$ cat config.mk
export PLATFORM = sky130hd
export DESIGN_NAME = alarm_timer64
export DESIGN_NICKNAME = d
export VERILOG_FILES = /design/src/rtl/at_pkg.sv /design/src/rtl/at_alarm.sv /design/src/rtl/at_counter.sv /design/src/rtl/at_regs.sv /design/src/rtl/alarm_timer64.sv
export SDC_FILE = /design/constraint.sdc
export NUM_CORES = 1
export LEC_CHECK = 0
export ABC_AREA = 1
export BUFFER_PORTS_ARGS = -buffer_cell sky130_fd_sc_hd__buf_2
export CAP_MARGIN = 10
export CORE_MARGIN = 10
export CORE_UTILIZATION = 32
export DETAILED_ROUTE_END_ITERATION = 16
export PLACE_DENSITY = 0.54
export SYNTH_ARGS = -nofsm -noshare
export SYNTH_HDL_FRONTEND = slang
export SYNTH_SLANG_ARGS = --single-unit
$ cat constraint.sdc
create_clock -name clk -period 3.95 [get_ports clk]
set_input_delay 0.5925 -clock clk [delete_from_list [all_inputs] [get_ports clk]]
set_output_delay 0.5925 -clock clk [all_outputs]
set_load 0.02 [all_outputs]
$ cat src/rtl/at_pkg.sv
package at_pkg;

  // Byte offsets of the register port
  localparam int OFS_CFG      = 'h00;
  localparam int OFS_SNAP_LO  = 'h04;
  localparam int OFS_SNAP_HI  = 'h08;
  localparam int OFS_SNAP_TRG = 'h0C;
  localparam int OFS_ALM_LO   = 'h10;
  localparam int OFS_ALM_HI   = 'h14;
  localparam int OFS_RLD_LO   = 'h18;
  localparam int OFS_RLD_HI   = 'h1C;
  localparam int OFS_LOAD_TRG = 'h20;
  localparam int OFS_STAT_CLR = 'h24;
  localparam int OFS_IRQ_MASK = 'h28;

  // Configuration word bit positions
  localparam int CFG_RUN_BIT  = 31;
  localparam int CFG_UP_BIT   = 30;
  localparam int CFG_ARL_BIT  = 29;
  localparam int CFG_ARM_BIT  = 10;

  typedef struct packed {
    logic run;       // count enable
    logic up;        // 1: increment, 0: decrement
    logic auto_rl;   // reload on alarm
    logic armed;     // alarm checking armed
  } tcfg_t;

  localparam tcfg_t CFG_RESET = '{run: 1'b0, up: 1'b1, auto_rl: 1'b0, armed: 1'b0};

endpackage

$ cat src/rtl/at_alarm.sv
// Reached-or-passed comparator; direction selects which side counts as passed.
module at_alarm #(
  parameter int W = 64
) (
  input  logic [W-1:0] cnt,
  input  logic [W-1:0] alarm,
  input  logic         up,
  input  logic         armed,
  output logic         fire
);
  logic at_or_above;
  logic at_or_below;

  always_comb begin
    at_or_above = (cnt >= alarm);
    at_or_below = (cnt <= alarm);
    fire        = armed & (up ? at_or_above : at_or_below);
  end
endmodule

$ cat src/rtl/at_counter.sv
// Time-base register with load / reload priority, plus the read snapshot.
module at_counter #(
  parameter int W = 64
) (
  input  logic         clk,
  input  logic         rst,
  input  logic         run,
  input  logic         up,
  input  logic         sw_load,
  input  logic         alarm_reload,
  input  logic [W-1:0] reload_val,
  input  logic         snap_req,
  output logic [W-1:0] cnt_q,
  output logic [W-1:0] snap_q
);
  logic [W-1:0] step_val;

  always_comb begin
    step_val = up ? cnt_q + W'(1) : cnt_q - W'(1);
  end

  always_ff @(posedge clk) begin
    if (rst) begin
      cnt_q <= '0;
    end else if (sw_load) begin
      cnt_q <= reload_val;
    end else if (alarm_reload) begin
      cnt_q <= reload_val;
    end else if (run) begin
      cnt_q <= step_val;
    end
  end

  always_ff @(posedge clk) begin
    if (rst) begin
      snap_q <= '0;
    end else if (snap_req) begin
      snap_q <= cnt_q;
    end
  end
endmodule

$ cat src/rtl/at_regs.sv
// Register bank: decode, configuration, alarm/reload words, status, mask, read mux.
module at_regs
  import at_pkg::*;
#(
  parameter int DW = 32,
  parameter int AW = 6
) (
  input  logic            clk,
  input  logic            rst,
  input  logic [AW-1:0]   addr,
  input  logic            we,
  input  logic [DW-1:0]   wdata,
  input  logic [2*DW-1:0] snap,
  input  logic            fire,
  output tcfg_t           cfg,
  output logic [2*DW-1:0] alarm_val,
  output logic [2*DW-1:0] reload_val,
  output logic            load_req,
  output logic            snap_req,
  output logic [DW-1:0]   rdata,
  output logic            irq
);
  localparam int NW = 2;
  localparam int BYTES_PER_WORD = DW / 8;

  logic  cfg_wr, clr_wr, mask_wr;
  logic  stat_q, stat_d, mask_q, mask_d;
  tcfg_t cfg_q;
  logic [DW-1:0] rd_d, cfg_word;

  always_comb begin
    cfg_wr   = we && (addr == AW'(OFS_CFG));
    clr_wr   = we && (addr == AW'(OFS_STAT_CLR));
    mask_wr  = we && (addr == AW'(OFS_IRQ_MASK));
    load_req = we && (addr == AW'(OFS_LOAD_TRG));
    snap_req = we && (addr == AW'(OFS_SNAP_TRG));
  end

  // Two-word registers, one write decoder per word
  for (genvar w = 0; w < NW; w++) begin : g_word
    localparam int ALM_OFS = OFS_ALM_LO + w * BYTES_PER_WORD;
    localparam int RLD_OFS = OFS_RLD_LO + w * BYTES_PER_WORD;

    always_ff @(posedge clk) begin
      if (rst) begin
        alarm_val[w*DW +: DW] <= '0;
      end else if (we && (addr == AW'(ALM_OFS))) begin
        alarm_val[w*DW +: DW] <= wdata;
      end
    end

    always_ff @(posedge clk) begin
      if (rst) begin
        reload_val[w*DW +: DW] <= '0;
      end else if (we && (addr == AW'(RLD_OFS))) begin
        reload_val[w*DW +: DW] <= wdata;
      end
    end
  end

  always_ff @(posedge clk) begin
    if (rst) begin
      cfg_q <= CFG_RESET;
    end else if (cfg_wr) begin
      cfg_q.run     <= wdata[CFG_RUN_BIT];
      cfg_q.up      <= wdata[CFG_UP_BIT];
      cfg_q.auto_rl <= wdata[CFG_ARL_BIT];
      cfg_q.armed   <= wdata[CFG_ARM_BIT];
    end else if (fire) begin
      cfg_q.armed   <= 1'b0;
    end
  end

  assign cfg = cfg_q;

  always_comb begin
    stat_d = stat_q;
    if (fire) begin
      stat_d = 1'b1;
    end else if (clr_wr && wdata[0]) begin
      stat_d = 1'b0;
    end
    mask_d = mask_wr ? wdata[0] : mask_q;
  end

  always_ff @(posedge clk) begin
    if (rst) begin
      stat_q <= 1'b0;
      mask_q <= 1'b0;
      irq    <= 1'b0;
    end else begin
      stat_q <= stat_d;
      mask_q <= mask_d;
      irq    <= stat_d & mask_d;
    end
  end

  always_comb begin
    cfg_word              = '0;
    cfg_word[CFG_RUN_BIT] = cfg_q.run;
    cfg_word[CFG_UP_BIT]  = cfg_q.up;
    cfg_word[CFG_ARL_BIT] = cfg_q.auto_rl;
    cfg_word[CFG_ARM_BIT] = cfg_q.armed;
  end

  always_comb begin
    rd_d = '0;
    case (addr)
      AW'(OFS_CFG):      rd_d = cfg_word;
      AW'(OFS_SNAP_LO):  rd_d = snap[0 +: DW];
      AW'(OFS_SNAP_HI):  rd_d = snap[DW +: DW];
      AW'(OFS_ALM_LO):   rd_d = alarm_val[0 +: DW];
      AW'(OFS_ALM_HI):   rd_d = alarm_val[DW +: DW];
      AW'(OFS_RLD_LO):   rd_d = reload_val[0 +: DW];
      AW'(OFS_RLD_HI):   rd_d = reload_val[DW +: DW];
      AW'(OFS_STAT_CLR): rd_d = DW'(stat_q);
      AW'(OFS_IRQ_MASK): rd_d = DW'(mask_q);
      default:           rd_d = '0;
    endcase
  end

  always_ff @(posedge clk) begin
    if (rst) begin
      rdata <= '0;
    end else begin
      rdata <= rd_d;
    end
  end
endmodule

$ cat src/rtl/alarm_timer64.sv
module alarm_timer64
  import at_pkg::*;
#(
  parameter int DW = 32,
  parameter int AW = 6
) (
  input  logic          clk,
  input  logic          rst,
  input  logic [AW-1:0] bus_addr,
  input  logic          bus_we,
  input  logic [DW-1:0] bus_wdata,
  output logic [DW-1:0] bus_rdata,
  output logic          irq_o
);
  localparam int CW = 2 * DW;

  tcfg_t          cfg;
  logic [CW-1:0]  cnt, snap, alarm_val, reload_val;
  logic           fire, load_req, snap_req, alarm_reload;

  assign alarm_reload = fire & cfg.auto_rl;

  at_regs #(.DW(DW), .AW(AW)) u_regs (
    .clk        (clk),
    .rst        (rst),
    .addr       (bus_addr),
    .we         (bus_we),
    .wdata      (bus_wdata),
    .snap       (snap),
    .fire       (fire),
    .cfg        (cfg),
    .alarm_val  (alarm_val),
    .reload_val (reload_val),
    .load_req   (load_req),
    .snap_req   (snap_req),
    .rdata      (bus_rdata),
    .irq        (irq_o)
  );

  at_counter #(.W(CW)) u_cnt (
    .clk          (clk),
    .rst          (rst),
    .run          (cfg.run),
    .up           (cfg.up),
    .sw_load      (load_req),
    .alarm_reload (alarm_reload),
    .reload_val   (reload_val),
    .snap_req     (snap_req),
    .cnt_q        (cnt),
    .snap_q       (snap)
  );

  at_alarm #(.W(CW)) u_alarm (
    .cnt   (cnt),
    .alarm (alarm_val),
    .up    (cfg.up),
    .armed (cfg.armed),
    .fire  (fire)
  );
endmodule

# Yosys cells after proc, flatten, opt, wreduce, memory -nomap -nowiden
# Cells that the tools add are included.
# word_totals
register_bits	295
in_bits	41
word_cells	55
# op_classes
eq_ne	10
n_mux	11
n_lt_le_gt_ge	2
addsub	2
bitwise	3
reduce_logical	13
# ops
operator	n
$pmux W32 S9	1
$mux W64	4
$add A64 B1 Y64 const B	1
$ge A64 B64 Y1	1
$le A64 B64 Y1	1
$sub A64 B1 Y64 const B	1
$eq A6 B5 Y1 const B	4
$eq A6 B6 Y1 const B	3
$eq A6 B4 Y1 const B	2
$logic_and A1 B1 Y1	10
$eq A6 B3 Y1 const B	1
$logic_not A6 Y1	1
$mux W1	6
$and A1 B1 Y1	3
$reduce_bool A3 Y1	1
$reduce_bool A2 Y1	1

# Longest topological paths before layout
# logic_depth
depth_word	6
depth_mapped	23

# By module
# Synthesis repeated with hierarchy kept, for this count alone.
# unflattened
hier_cells	3387
hier_area_um2	20226.9
# by_module_without_submodules
mod	instances	area_each_um2	cells_each
at_counter	1	11050.6	1993
at_regs	1	7294.5	1081
at_alarm	1	1874.3	311
alarm_timer64	1	7.5	2

# Least setup slack after synthesis
# No wires, ideal clock.
# synth_timing
path_type	reg-to-reg
start	reg, netlist name u_regs.cfg[2]
end	reg u_cnt.cnt_q[58]
setup_slack_ps	630
setup_time_ps	128
path_stages_with_launch	18
arrival_ps	3192
path_cell_list	dfxtp_1 > inv_1 > ha_1 > a21oi_1 > nand2_1 > nand2_1 > nand2_1 > a21o_1 > nand2_1 > nand3_1 > nand2_1 > nand3b_1 > nand2_1 > nor2_1 > nand3_1 > nand2_1 > nor2_1 > nor2_1
# synth_via
elab_chain_len	5
elab_cells_between_ends	8
cone_classes	mux (5); bitwise (2); reduce/logical (1)
# synth_rtl
item	line_no	text
$mux W1	at_alarm.sv:17	fire = armed & (up ? at_or_above : at_or_below);
$and A1 B1 Y1	at_alarm.sv:17	
$and A1 B1 Y1	alarm_timer64.sv:21	assign alarm_reload = fire & cfg.auto_rl;
$mux W64	at_counter.sv:27	end else if (alarm_reload) begin
$mux W64	at_counter.sv:25	end else if (sw_load) begin
end signal, assigned	at_counter.sv:26	cnt_q <= reload_val;
end signal, assigned	at_counter.sv:28	cnt_q <= reload_val;
end signal, assigned	at_counter.sv:30	cnt_q <= step_val;
end, declared	at_counter.sv:13	output logic [W-1:0] cnt_q,
# Several ways; a longest one is shown, not always the timed one. The select of a mux whose other input is x is not followed.
# A chain may end at the register's enable or synchronous reset.

# Worst setup path in the final report
# layout_timing
start	reg, netlist name u_regs.cfg[2]
end	reg u_cnt.cnt_q[62]
# layout_via
elab_chain_len	5
elab_cells_between_ends	8
cone_classes	mux (5); bitwise (2); reduce/logical (1)
# layout_rtl
item	line_no
$mux W1	at_alarm.sv:17
$and A1 B1 Y1	at_alarm.sv:17
$and A1 B1 Y1	alarm_timer64.sv:21
$mux W64	at_counter.sv:27
$mux W64	at_counter.sv:25
# Several ways; a longest one is shown, not always the timed one. The select of a mux whose other input is x is not followed.

==> summary.md <==
| Metric | Value |
|---|---|
| Outcome | finished, final reports clean |
| Pwr per Cell Area | between 300 and 400 mW/mm² |
| Slowest stage delay, CP | ~0.43 ns |
| CTS tree | done |
| Layout cells sized above 1 | ~7% |
| Crit path capture | u_cnt.cnt_q[62]$_SDFFE_PP0P_ |
| Final wirelength | about 80000 µm |
| Syn_nets | ~3000 |
| Crit-path cells | inv_4 > buf_12 > ha_1 > a21oi_2 > nand2_2 > nand2_1 > nand2_1 > nand3_1 > nand3_1 > nand2_1 > nand2_1 > nand2_1 > nand3_1 > a21oi_1 > nand3_1 > nand2_1 > nor2_1 > nor2_1 |
| Die area | 0.0672 mm² |
| Worst Reg-to-Reg Cells | 18 |
| Root buf cell | clkbuf_16 |
| Post-synth ARST share | 0% |
| Iter 0 DRT Violations | 1410 |
| Routed Antenna Nets | 0 |
| Yosys cell types | between 40 and 50 |
| Final setup viols | 0 |
| R2R Path End | u_cnt.cnt_q[62]$_SDFFE_PP0P_ |
| Most common cell in the synthesized netlist | nand2_1 |
| CTS Sinks | 295 |
| Total Nets Final | slightly above 3000 |
| Slack of the worst reg-to-reg path | approximately 0.23 ns |
| #FFs+latches synth | approximately 300 |
| Pin count of the biggest net entering global routing | slightly below 200 |
| CTS Buf Count | 35 |
| Floorplan row count | between 80 and 90 |
| CP most frequent cell | nand2_1 |
| Worst skew pair latency | 0.55 ns |
| Number of synthesized flops with an enable pin | 0 |
| CP startpoint kind | flip-flop |
| Critical Path AT | approximately 4.2 ns |
| Final TNS setup | 0 ns |
| CTS Buffer Depth | 3 |
| Yosys warns | 0 |
| Setup Buffers After CTS | 0 |
| Endpoint type of the worst setup path | flip-flop |
| Gr ovfl total | 0 |
| Antenna violations before repair | 0 |
| Worst hold slack | around 0.31 ns |
| Overall power | 6.42 mW |
| Max_slew headroom | 39.6% |
| Min cycle time layout | about 3.7 ns |
| Die height | ~260 µm |
| Final Max Slew Viols | 0 |
| Initial Util | about a third |
| Count of input and output buffers | between 70 and 80 |
| Top cells by count, synth | nand2_1, nor2_1, inv_1, dfxtp_1, a21oi_1 |
| Pre-antenna DRT Iters | 6 |
| Syn Area/Cell | approximately 6.4 µm² |
| CTS Hold Bufs | 0 |
| GRT Util Overall | a little under a quarter |
| RePlAce Congestion | 1.02 |
| HPWL Detailed | slightly above 60000 µm |
| Mapped Area | approximately 0.018 mm² |
| # fillers | ~6200 |
| Worst hold path class | input port to flip-flop |
| Clock-pin transition on the worst setup and hold timing paths | roughly 0.070 ns |
| Prevailing post-synth register cell | dfxtp_1 |
| Post-cts resize count | 0 |
| Post-place setup slack | 0.0429 ns |
| FF-to-FF Start | u_regs.cfg[2]$_SDFFE_PP1P_ |
| Max_cap viols | 0 |
| Total vias in the final route | slightly below 20000 |
| Least-Margin Pin Slew | roughly 0.90 ns |
| Die Wd | around 260 µm |
| H-tree depth | 2 |
| Io pins | 74 |
| Worst path required time | roughly 4.4 ns |
| Launch point of the worst path | u_regs.cfg[2]$_SDFFE_PP1P_ |
| Layout area overhead | 13.2% |
| Period utilization | a little over nine tenths |
| Share of the synthesized area in the top cell type | approximately a third |
| Area contributors post-synth | dfxtp_1, nand2_1, nor2_1 |
| WL/cell | 21.8 µm |
| Drc violations | 0 |
| Critical path's slowest cell | dfxtp_1 |
| Via density | 5.26 |
| Maximum VDD drop | ~0.00030 V |
| Fin worst setup slack | around 0.23 ns |
| Crit Path Category | flip-flop to flip-flop |
| Cell count after synthesis | 2857 |
| First-pass GRT wire length | 121000 µm |
| Cell taking the most area after synthesis | dfxtp_1 |
| Fraction of the yosys area taken by sequential cells | 32.3% |
| Fin Clk Skew | about 0.030 ns |
| Fin. Hold Viols | 0 |
| Crit-path max FO | 22 |
| Number of global-route vias before repair | roughly 19000 |
| Peak Freq | approximately 270 MHz |
| RSZ-0062 raised after global routing | no |
| Area of the core | 0.0565 mm² |
| Leakage power | 8.85 nW |
==> worst max-delay path: cells and delay by family (launching register included) <==
| family | cells | cell delay, ns |
|---|---|---|
| simple gates | 13 | 1.98 |
| compound gates | 2 | 0.47 |
| flops | 1 | 0.43 |
| fa+ha+maj | 1 | 0.38 |
| buf+inv | 2 | 0.36 |
==> stage by stage <==
step	instance area, µm²	cells	util [%]
4_1_cts	20700	3677	36.7
3_5_place_dp	19600	3614	34.7
5_1_grt	20700	3677	36.7
2_1_floorplan	18300	2857	-
6_report	20700	3678	36.7
3_3_place_gp	19600	3614	34.7
==> cells by family (layout without fill, tap and decap cells) <==
family / count (synthesis) / after routing / share of synthesized area (%)
compound gates: 664 / 664 / 19.6
fa+ha+maj: 127 / 127 / 8.72
mux: 1 / 1 / 0.0547
flops: 295 / 295 / 32.3
other cells: 0 / 1 / 0
simple gates: 1305 / 1305 / 28.6
buf+inv: 434 / 498 / 9.27
xor+xnor: 31 / 31 / 1.48
==> layer usage <==
| layer | GRT usage (%) | vias up | share of wire (%) |
|---|---|---|---|
| li1 | - | 9468 | - |
| met5 | 0 | - | 0 |
| met4 | 7.52 | 0 | 3.4 |
| met3 | 2.70 | 123 | 4.9 |
| met1 | 31.2 | 9162 | 46 |
| met2 | 38.8 | 593 | 46 |
==> worst min path at each step <==
stage                                           start                                 end  depth (start not counted)
finish                                  bus_wdata[28]  u_regs.reload_val[60]$_SDFFE_PP0P_                          3
global route                            bus_wdata[28]  u_regs.reload_val[60]$_SDFFE_PP0P_                          3
CTS                                     bus_wdata[28]  u_regs.reload_val[60]$_SDFFE_PP0P_                          3
detailed placement  u_regs.alarm_val[17]$_SDFFE_PP0P_   u_regs.alarm_val[17]$_SDFFE_PP0P_                          2
global placement    u_regs.alarm_val[17]$_SDFFE_PP0P_   u_regs.alarm_val[17]$_SDFFE_PP0P_                          2
floorplan           u_regs.reload_val[6]$_SDFFE_PP0P_   u_regs.reload_val[6]$_SDFFE_PP0P_                          2
==> where the power goes <==
part	switching, mW	internal [mW]	total (mW)
Combinational	0.184	0.0666	0.251
Clock	1.36	1.80	3.16
Sequential	0.0102	2.99	3.00
==> final cells by class <==
class	count	area, µm²	area share (%)
inverter	313	1180	5.69
clock buffer	50	1010	4.89
timing repair buffer	122	848	4.09
clock inverter	13	93.8	0.453
multi-input combinational	2128	10700	51.8
sequential	295	5910	28.5
tap	756	946	4.56
antenna	1	2.50	0.0121
==> sequential cells by signal, indices dropped and copies added (netlist names), 4 cells and up <==
| register | flops |
|---|---|
| u_regs.alarm_val | 64 |
| u_regs.rdata | 32 |
| u_regs.cfg | 4 |
| u_cnt.snap_q | 64 |
| u_regs.reload_val | 64 |
| u_cnt.cnt_q | 64 |
==> cell usage in the layout (no fill, tap or decap), types with 8 or more instances in the layout <==
cell type / instances
ha_1: 126
clkbuf_16: 36
inv_2: 8
buf_12: 9
nor3_1: 24
inv_1: 303
o21ai_0: 264
dfxtp_1: 295
nor2_1: 517
a22oi_1: 10
a31oi_1: 28
a221oi_1: 34
buf_2: 72
nand3_1: 137
nand2_1: 576
buf_4: 41
a21oi_1: 287
o22ai_1: 18
nand4_1: 26
xnor2_1: 27
clkbuf_1: 8
Note: power is estimated with default switching activity, not from simulation.
